File: src/rtl/pmask_pkg.sv
package pmask_pkg;

    typedef enum logic [2:0] {
        CMD_IDLE    = 3'd0,
        CMD_ALL     = 3'd1,
        CMD_NARROW  = 3'd2,
        CMD_INVERT  = 3'd3,
        CMD_RESTORE = 3'd4,
        CMD_MATCH   = 3'd5,
        CMD_CHAIN   = 3'd6,
        CMD_SPARE   = 3'd7
    } pm_cmd_e;

    typedef struct packed {
        logic push;
        logic pop;
        logic fault;
    } pm_ctl_t;

    function automatic pm_cmd_e pm_decode(input logic [2:0] raw);
        return pm_cmd_e'(raw);
    endfunction

endpackage

File: src/rtl/pmask_stack.sv
module pmask_stack #(
    parameter int CELLS = 8,
    parameter int DEPTH = 8
) (
    input  logic             clk,
    input  logic             rst,
    input  logic             push,
    input  logic             pop,
    input  logic [CELLS-1:0] push_mask,
    input  logic [CELLS-1:0] push_cond,
    output logic [CELLS-1:0] top_mask,
    output logic [CELLS-1:0] top_cond,
    output logic             full,
    output logic             empty
);
    localparam int CNT_W = $clog2(DEPTH + 1);
    localparam int IDX_W = (DEPTH > 1) ? $clog2(DEPTH) : 1;

    logic [CELLS-1:0] mem_mask [DEPTH];
    logic [CELLS-1:0] mem_cond [DEPTH];
    logic [CNT_W-1:0] level;
    logic [IDX_W-1:0] wr_idx;
    logic [IDX_W-1:0] top_idx;

    assign full    = (level == CNT_W'(DEPTH));
    assign empty   = (level == '0);
    assign wr_idx  = IDX_W'(level);
    assign top_idx = empty ? '0 : IDX_W'(level - 1'b1);

    assign top_mask = mem_mask[top_idx];
    assign top_cond = mem_cond[top_idx];

    always_ff @(posedge clk) begin
        if (push && !full) begin
            mem_mask[wr_idx] <= push_mask;
            mem_cond[wr_idx] <= push_cond;
        end
    end

    always_ff @(posedge clk) begin
        if (rst) begin
            level <= '0;
        end else if (push && !full) begin
            level <= level + 1'b1;
        end else if (pop && !empty) begin
            level <= level - 1'b1;
        end
    end

endmodule

File: src/rtl/pmask_match.sv
module pmask_match #(
    parameter int CELLS  = 8,
    parameter int DATA_W = 16
) (
    input  logic [DATA_W-1:0]       scalar_i,
    input  logic [CELLS*DATA_W-1:0] cell_data_i,
    output logic [CELLS-1:0]        hit_o
);
    for (genvar c = 0; c < CELLS; c++) begin : g_cell
        assign hit_o[c] = (cell_data_i[c*DATA_W +: DATA_W] == scalar_i);
    end

endmodule

File: src/rtl/pmask_next.sv
module pmask_next
    import pmask_pkg::*;
#(
    parameter int CELLS = 8
) (
    input  logic [2:0]       cmd_i,
    input  logic [CELLS-1:0] cond_i,
    input  logic [CELLS-1:0] hit_i,
    input  logic [CELLS-1:0] cur_mask,
    input  logic [CELLS-1:0] top_mask,
    input  logic [CELLS-1:0] top_cond,
    input  logic             full,
    input  logic             empty,
    output logic [CELLS-1:0] nxt_mask,
    output pm_ctl_t          ctl
);
    logic [CELLS-1:0] chain_mask;

    assign chain_mask = {hit_i[CELLS-1:1] & cur_mask[CELLS-2:0], 1'b0};

    always_comb begin
        nxt_mask = cur_mask;
        ctl      = '0;
        case (pm_decode(cmd_i))
            CMD_ALL: nxt_mask = '1;
            CMD_NARROW: begin
                if (full) begin
                    ctl.fault = 1'b1;
                end else begin
                    ctl.push = 1'b1;
                    nxt_mask = cur_mask & cond_i;
                end
            end
            CMD_INVERT: begin
                if (empty) ctl.fault = 1'b1;
                else       nxt_mask  = top_mask & ~top_cond;
            end
            CMD_RESTORE: begin
                if (empty) begin
                    ctl.fault = 1'b1;
                end else begin
                    ctl.pop  = 1'b1;
                    nxt_mask = top_mask;
                end
            end
            CMD_MATCH: nxt_mask = cur_mask & hit_i;
            CMD_CHAIN: nxt_mask = chain_mask;
            default:   nxt_mask = cur_mask;
        endcase
    end

endmodule

File: src/rtl/pred_mask_unit.sv
module pred_mask_unit
    import pmask_pkg::*;
#(
    parameter int CELLS  = 8,
    parameter int DATA_W = 16,
    parameter int DEPTH  = 8
) (
    input  logic                    clk,
    input  logic                    rst,
    input  logic [2:0]              cmd_i,
    input  logic [CELLS-1:0]        cond_i,
    input  logic [DATA_W-1:0]       scalar_i,
    input  logic [CELLS*DATA_W-1:0] cell_data_i,
    output logic [CELLS-1:0]        active_o,
    output logic                    error_o
);
    logic [CELLS-1:0] mask_q;
    logic [CELLS-1:0] mask_d;
    logic [CELLS-1:0] hit;
    logic [CELLS-1:0] top_mask;
    logic [CELLS-1:0] top_cond;
    logic             stk_full;
    logic             stk_empty;
    logic             err_q;
    pm_ctl_t          ctl;

    pmask_match #(.CELLS(CELLS), .DATA_W(DATA_W)) u_match (
        .scalar_i    (scalar_i),
        .cell_data_i (cell_data_i),
        .hit_o       (hit)
    );

    pmask_stack #(.CELLS(CELLS), .DEPTH(DEPTH)) u_stack (
        .clk       (clk),
        .rst       (rst),
        .push      (ctl.push),
        .pop       (ctl.pop),
        .push_mask (mask_q),
        .push_cond (cond_i),
        .top_mask  (top_mask),
        .top_cond  (top_cond),
        .full      (stk_full),
        .empty     (stk_empty)
    );

    pmask_next #(.CELLS(CELLS)) u_next (
        .cmd_i    (cmd_i),
        .cond_i   (cond_i),
        .hit_i    (hit),
        .cur_mask (mask_q),
        .top_mask (top_mask),
        .top_cond (top_cond),
        .full     (stk_full),
        .empty    (stk_empty),
        .nxt_mask (mask_d),
        .ctl      (ctl)
    );

    always_ff @(posedge clk) begin
        if (rst) begin
            mask_q <= '1;
            err_q  <= 1'b0;
        end else begin
            mask_q <= mask_d;
            err_q  <= err_q | ctl.fault;
        end
    end

    assign active_o = mask_q;
    assign error_o  = err_q;

endmodule

File: config.mk
export PLATFORM = sky130hd
export DESIGN_NAME = pred_mask_unit
export DESIGN_NICKNAME = d
export VERILOG_FILES = /design/src/rtl/pmask_pkg.sv /design/src/rtl/pmask_stack.sv /design/src/rtl/pmask_match.sv /design/src/rtl/pmask_next.sv /design/src/rtl/pred_mask_unit.sv
export SDC_FILE = /design/constraint.sdc
export NUM_CORES = 1
export LEC_CHECK = 0
export ABC_AREA = 1
export ABC_CLOCK_PERIOD_IN_PS = 5400
export BUFFER_PORTS_ARGS = -buffer_cell sky130_fd_sc_hd__buf_2
export CAP_MARGIN = 20
export CORE_UTILIZATION = 45
export DETAILED_ROUTE_END_ITERATION = 10
export PLACE_DENSITY = 0.74
export SETUP_SLACK_MARGIN = 0.1
export SYNTH_ARGS = -nofsm -noshare
export SYNTH_HDL_FRONTEND = slang
export SYNTH_SLANG_ARGS = --single-unit
File: constraint.sdc
create_clock -name clk -period 5.4 [get_ports clk]
set_input_delay 0 -clock clk [delete_from_list [all_inputs] [get_ports clk]]
set_output_delay 0 -clock clk [all_outputs]
set_load 0.02 [all_outputs]
; ---- Word level (Yosys, flattened, before mapping)
; Memory sizes are Yosys's and may differ from the RTL's.
; Index checks and enable logic that the tools add are counted.
[totals]
ff_bits = 13
latchBits = 0
mem_bits_rw = 128
rom_bits = 0
inputBits = 157
out_inout_bits = 9
elab_cells = 56
memories = 2
[memory_table]
columns = memory, words, width, read_ports, rd_clocked_by_memory_dff, write_ports, line
row1 = u_stack.mem_cond, 8, 8, 1, 0, 1, pmask_stack.sv:20  ; logic [CELLS-1:0] mem_cond [DEPTH];
row2 = u_stack.mem_mask, 8, 8, 1, 0, 1, pmask_stack.sv:19  ; logic [CELLS-1:0] mem_mask [DEPTH];
[classes]
addsub = 2
n_mul = 0
div_mod_pow = 0
magnitude_cmp = 0
eq_ne = 18
shifts = 0
mux = 16
n_bitwise = 6
reduce_logical = 9
[ops]
columns = cell, count
row1 = 16-bit == test, 8
row2 = 8-bit one-hot mux with 6 select lines, 1
row3 = 8-bit AND, 3
row4 = 8-bit two-way mux, 3
row5 = 3-bit == test (second input constant), 3
row6 = 1-bit two-way mux, 8
row7 = 4-bit two-way mux, 2
row8 = 8-bit inverter, 1
row9 = 7-bit AND, 1
row10 = 3-bit by 2-bit == test with 1-bit output (second input constant), 2
row11 = 2-bit != test (second input constant), 3
row12 = 6-bit nonzero test, 1
row13 = 4-bit by 1-bit adder with 4-bit output (second input constant), 1
row14 = 4-bit == test (second input constant), 1
row15 = 4-bit logical NOT, 1
row16 = 4-bit AND reduction, 1
row17 = 4-bit by 1-bit subtractor with 4-bit output (second input constant), 1
row18 = 3-bit by 1-bit == test with 1-bit output (second input constant), 1
row19 = 3-bit two-way mux, 1
row20 = 1-bit logical AND, 2
row21 = 1-bit logical NOT, 2
row22 = 1-bit one-hot mux with 2 select lines, 1
row23 = 2-bit nonzero test, 1
row24 = 2-bit OR reduction, 1
row25 = 1-bit OR, 1

; ---- Depth between registers and ports, before layout
; An unclocked memory read counts as a cell.
[depth]
depth_word = 7
depth_mapped = 19
depth_no_buf = 16

; ---- Cells and area by module
; A second synthesis with hierarchy kept.
[hier_totals]
hier_cells = 1217
hier_area_um2 = 9083.7
[modules_own_cells]
columns = module, instances, cells_per_inst, area_per_inst_um2, seq_area_each_um2
row1 = pmask_stack, 1, 618, 6034.5, 3923.8
row2 = pmask_match, 1, 389, 1973.1, 0.0
row3 = pmask_next, 1, 191, 838.3, 0.0
row4 = pred_mask_unit, 1, 19, 237.7, 180.2

; ---- Least setup slack after synthesis
; Ideal clock, no wire load.
[synth_timing]
path_type = register to register
start = register u_stack.level[0]
end = memory u_stack.mem_cond[1][0] (enable)
setup_time_ns = 0.409
t_arrival_ns = 2.561
required_ns = 4.991
setup_slack_ns = 2.430
stages_incl_launch_ff = 10
path_buffers = 2
period_less_slack_ns = 2.970
path_cell_list = dfxtp_1 inv_2 buf_2 buf_2 ha_1 nand2_1 nor2_1 nor2_4 nand2_2 nor3_1
[synth_between]
elab_chain_cells = 6
word_cells_on_any_way = 7
cone_classes = 1 x eq/ne / 4 x mux / 2 x reduce/logical
[synth_rtl]
columns = item, line
row1 = from (decl), pmask_stack.sv:21  ; logic [CNT_W-1:0] level;
row2 = from (signal assigned), pmask_stack.sv:44  ; level <= level + 1'b1;
row3 = from (signal assigned), pmask_stack.sv:46  ; level <= level - 1'b1;
row4 = 4-bit == test, pmask_stack.sv:25  ; assign full = (level == CNT_W'(DEPTH));
row5 = 1-bit two-way mux, pmask_next.sv:27  ; if (full) begin
row6 = 1-bit two-way mux, pmask_next.sv:24  ; case (pm_decode(cmd_i))
row7 = 1-bit logical AND, pmask_stack.sv:34  ; if (push && !full) begin
row8 = 1-bit two-way mux, pmask_stack.sv:34
row9 = 1-bit two-way mux (implied by the code), pmask_stack.sv:36  ; mem_cond[wr_idx] <= push_cond;
row10 = to (decl), pmask_stack.sv:20
; Parallel ways exist; a longest one is shown, timed or not.

; ---- Final worst setup path
[layout_timing]
start = register u_stack.level[0]
end = register mask_q[0], in the netlist active_o[0]
[layout_between]
elab_chain_cells = 7
word_cells_on_any_way = 15
cone_classes = 1 x add/sub / 4 x eq/ne / 4 x mux / 2 x bitwise / 2 x reduce/logical / 2 x memory
[layout_rtl]
columns = item, line
row1 = 4-bit by 1-bit subtractor with 4-bit output or 4-bit logical NOT (tied branches), "pmask_stack.sv:28, pmask_stack.sv:26"
row2 = 3-bit two-way mux, pmask_stack.sv:28  ; assign top_idx = empty ? '0 : IDX_W'(level - 1'b1);
row3 = memory read 8 x 8 bit, -
row4 = 8-bit inverter, pmask_next.sv:36  ; else nxt_mask = top_mask & ~top_cond;
row5 = 8-bit AND, pmask_next.sv:36
row6 = 8-bit two-way mux, pmask_next.sv:35  ; if (empty) ctl.fault = 1'b1;
row7 = 8-bit one-hot mux with 6 select lines, pmask_next.sv:24
row8 = to (signal assigned), pred_mask_unit.sv:64  ; mask_q <= mask_d;
row9 = to (decl), pred_mask_unit.sv:17  ; logic [CELLS-1:0] mask_q;
; Parallel ways exist; a longest one is shown, timed or not. The select of a mux whose other input is x is not followed.
; A chain may end at the register's enable or synchronous reset.

==> results.toml <==
[timing]
finalHoldViolCount = 0
layout_worst_path_cycle_share = 0.6138
setup_slack_ns = 2.085
max_clock_freq_mhz = 301.7
finalSetupViolations = 0
rsz0062_at_grt = "false"
finalClockSkew_ns = 0.009564
worst_slew_pin_slew_ns = 1.033
final-max-slew-violation-count = 0
final.setup.tns_ns = 0
period_minus_slack_ns = 3.315
timing.max_slew.rel_slack = 0.3105

[clocking]
clock_tree.root_cell = "clkbuf_16"
clock_tree_from_tritoncts = "built"
htree_num_levels = 4
cts_max_path_buffers = 2
clock_sink_count = 141
post-cts-setup-buffer-count = 0
cts_repair_resize_count = 0
clk_latency_ns = 0.42
numCtsBuffers = 17
clkTransAtPathRegs_ns = 0.06

[synthesis]
synth_most_common_cell = "nand2_1"
avgSynthCellArea_um2 = 7.414
synth_edf_count = 128
synth.distinct_cells = 34
seq_area_frac_synth = 0.4735
netlist_top_cells_count = "nand2_1, inv_1, edfxtp_1"
ys_dominant_reg_cell = "edfxtp_1"
synth_top_cell_by_area = "edfxtp_1"
post_synthesis_instance_total = 1169
synth_async_sr_flop_share = 0
syn_nets = 1328
ys_ff_latch = 141
yosysTopAreaCellShare = 0.4435
post_synthesis_instance_area_um2 = 8667
post_synth_main_area_contributors = "edfxtp_1, nand2_1, inv_1, nand3_1, nor2_1"
yosysWarnings = 0

[worst_setup_path]
worstPathRequired_ns = 5.71
worst_r2r_path_depth = 14
r2r-end = "active_o[0]"
crit_path_start_kind = "flip-flop"
worstPathArrival_ns = 3.63
crit_path_end_kind = "flip-flop"
worst-path-max-fanout = 70
reg2reg_setup_slack_ns = 2.09
worstSetupPathType = "flip-flop to flip-flop"
rr_startpoint = "u_stack.level[0]"

[floorplanning]
start_util = 0.4618
floorplan.rows = 50
floorplan.die.width_um = 140.8
io_pins = 166
floorplan.die.height_um = 140.8
core_region_area_um2 = 18770
floorplan.die_area_um2 = 19820

[cells_and_area]
final_layout_size_suffix_gt1_frac = 0.1624
nets = 1482
postLayoutCellArea_um2 = 10210
layout.filler_cells = 1765
area_growth_pct = 17.81

[grt]
gr-total-overflow = 0
grt_start_max_net_pins = 71
grt_antenna_before_repair = 1
grt_usage = 0.2450
first_global_vias = 7361
grt_pass1_wl_mm = 37.13

[run]
maxCapViolations = 0

[power_and_ir_drop]
vdd_drop_max_mv = 0.2224
static-leakage-power_nw = 5.178
cellPowerDensity_nw_per_um2 = 296.6

[worst_hold_path]
holdCritStartpoint = "cmd_i[0]"
min_path_cells = 4
min_delay_worst_endpoint = "u_stack.level[0]"
hold_path_class = "input port to flip-flop"

[drt]
post-route-drc-count = 0
route.detailed.wl_per_inst_um = 14.76
postRouteWirelength_mm = 23.19
ant_nets = 0
detailedRoute.firstPassIterationCount = 5
vias_per_cell = 4.959
vias = 7790
detailedRoute.firstIterationViolations = 710

[place]
port_buffers = 165
placement.setup.worst_slack_ns = 2.153
dpl.hpwl_mm = 16.96
gp_congestion = 0.9014
cell_area_reported_after_detailed_placement_um2 = 9575

[status]
run_status = "finished, final reports clean"
kinds of logic (layout without fill, tap and decap cells):
logic type,count (synthesis),in the layout,synth area share
DFF,141,141,0.4735
and+or+nand+nor,729,729,0.3460
buffers and inverters,203,370,0.09918
adders and majority gates,2,2,0.002887
xor gates and xnor gates,47,47,0.04749
muxes,3,3,0.003465
AOI/OAI and AO/OA,44,44,0.02743
other,0,1,0
metrics by stage:
step	util	instances	hold WS, ns	total power (W)
final	0.5441	1571	0.1359	0.003028
after global routing	0.5441	1571	0.1543	0.003177
after global placement	0.5102	1529	0.3301	0.001946
after CTS	0.5439	1570	0.1109	0.003041
after detailed placement	0.5102	1529	0.3287	0.001957
after floorplan	-	1169	0.09887	0.001767
how the worst max path moves through the flow:
stage	from	cells after the start	slack [ns]	endpoint
finish	u_stack.level[0]	14	2.09	active_o[0]
floorplan	u_stack.level[0]	9	2.43	u_stack.mem_cond[1][0]
detailed placement	u_stack.level[0]	14	2.15	active_o[2]
global route	u_stack.level[0]	14	1.77	active_o[0]
CTS	u_stack.level[0]	14	2.12	active_o[2]
global placement	u_stack.level[0]	14	2.22	active_o[0]
critical path, stage by stage, from the launching register on:
cell,delay [ns]
dfxtp_1,0.33
inv_2,0.05
buf_4,0.55
ha_1,0.35
nand3_4,0.41
nand2_4,0.58
inv_2,0.29
o211ai_1,0.18
nand3_1,0.10
nand2_1,0.07
inv_1,0.04
nand2_1,0.05
nand2_1,0.05
nand2_1,0.07
nand2_1,0.05
cell type report:
type | instances | area [µm²] | area share
flip-flops and latches | 141 | 4104 | 0.4019
multi-input cells | 825 | 3716 | 0.3639
repair buffers | 179 | 953.4 | 0.09337
inverters | 159 | 599.3 | 0.05869
clock buffers | 23 | 447.9 | 0.04387
well taps | 234 | 292.8 | 0.02867
clock inverters | 9 | 95.09 | 0.009313
diodes | 1 | 2.502 | 0.0002451
sequential cells by signal, summed over array words and instances, names as in the netlist:
name and cells:
active_o 8, u_stack.level 4, error_o 1, u_stack.mem_cond 64, u_stack.mem_mask 64
repair_timing:
action	4_1_cts	5_1_grt
endpoints found under the setup margin	0	0
hold buffers	9	0
endpoints found under the hold margin	72	0
metal layers:
layer  GRT usage  routed length [µm]  part of all wire  up-vias
li1            -                   -                 -     3949
met1      0.2990                9525              0.41     3474
met2      0.4171               11110              0.48      312
met3     0.05231                1828             0.079       55
met4      0.1093                 727             0.031        0
met5           0                   0                 0        -
placed cells by master (no fill, tap or decap), types with 8 or more instances in the layout:
| cell type | count |
|---|---|
| nand3b_1 | 8 |
| dfxtp_1 | 13 |
| o21ai_0 | 12 |
| xor2_1 | 47 |
| dlygate4sd3_1 | 9 |
| clkbuf_16 | 17 |
| inv_1 | 153 |
| a21oi_1 | 20 |
| nand3_1 | 112 |
| edfxtp_1 | 128 |
| buf_2 | 165 |
| nand2_1 | 470 |
| nor2_1 | 114 |
where the power goes:
group | leakage (nW) | internal, W | switching [W]
Clock | 0.264 | 0.000672 | 0.000413
Sequential | 1.25 | 0.00123 | 0.0000389
Combinational | 3.67 | 0.000227 | 0.000451
No activity file was read; power rests on OpenSTA's default activity.
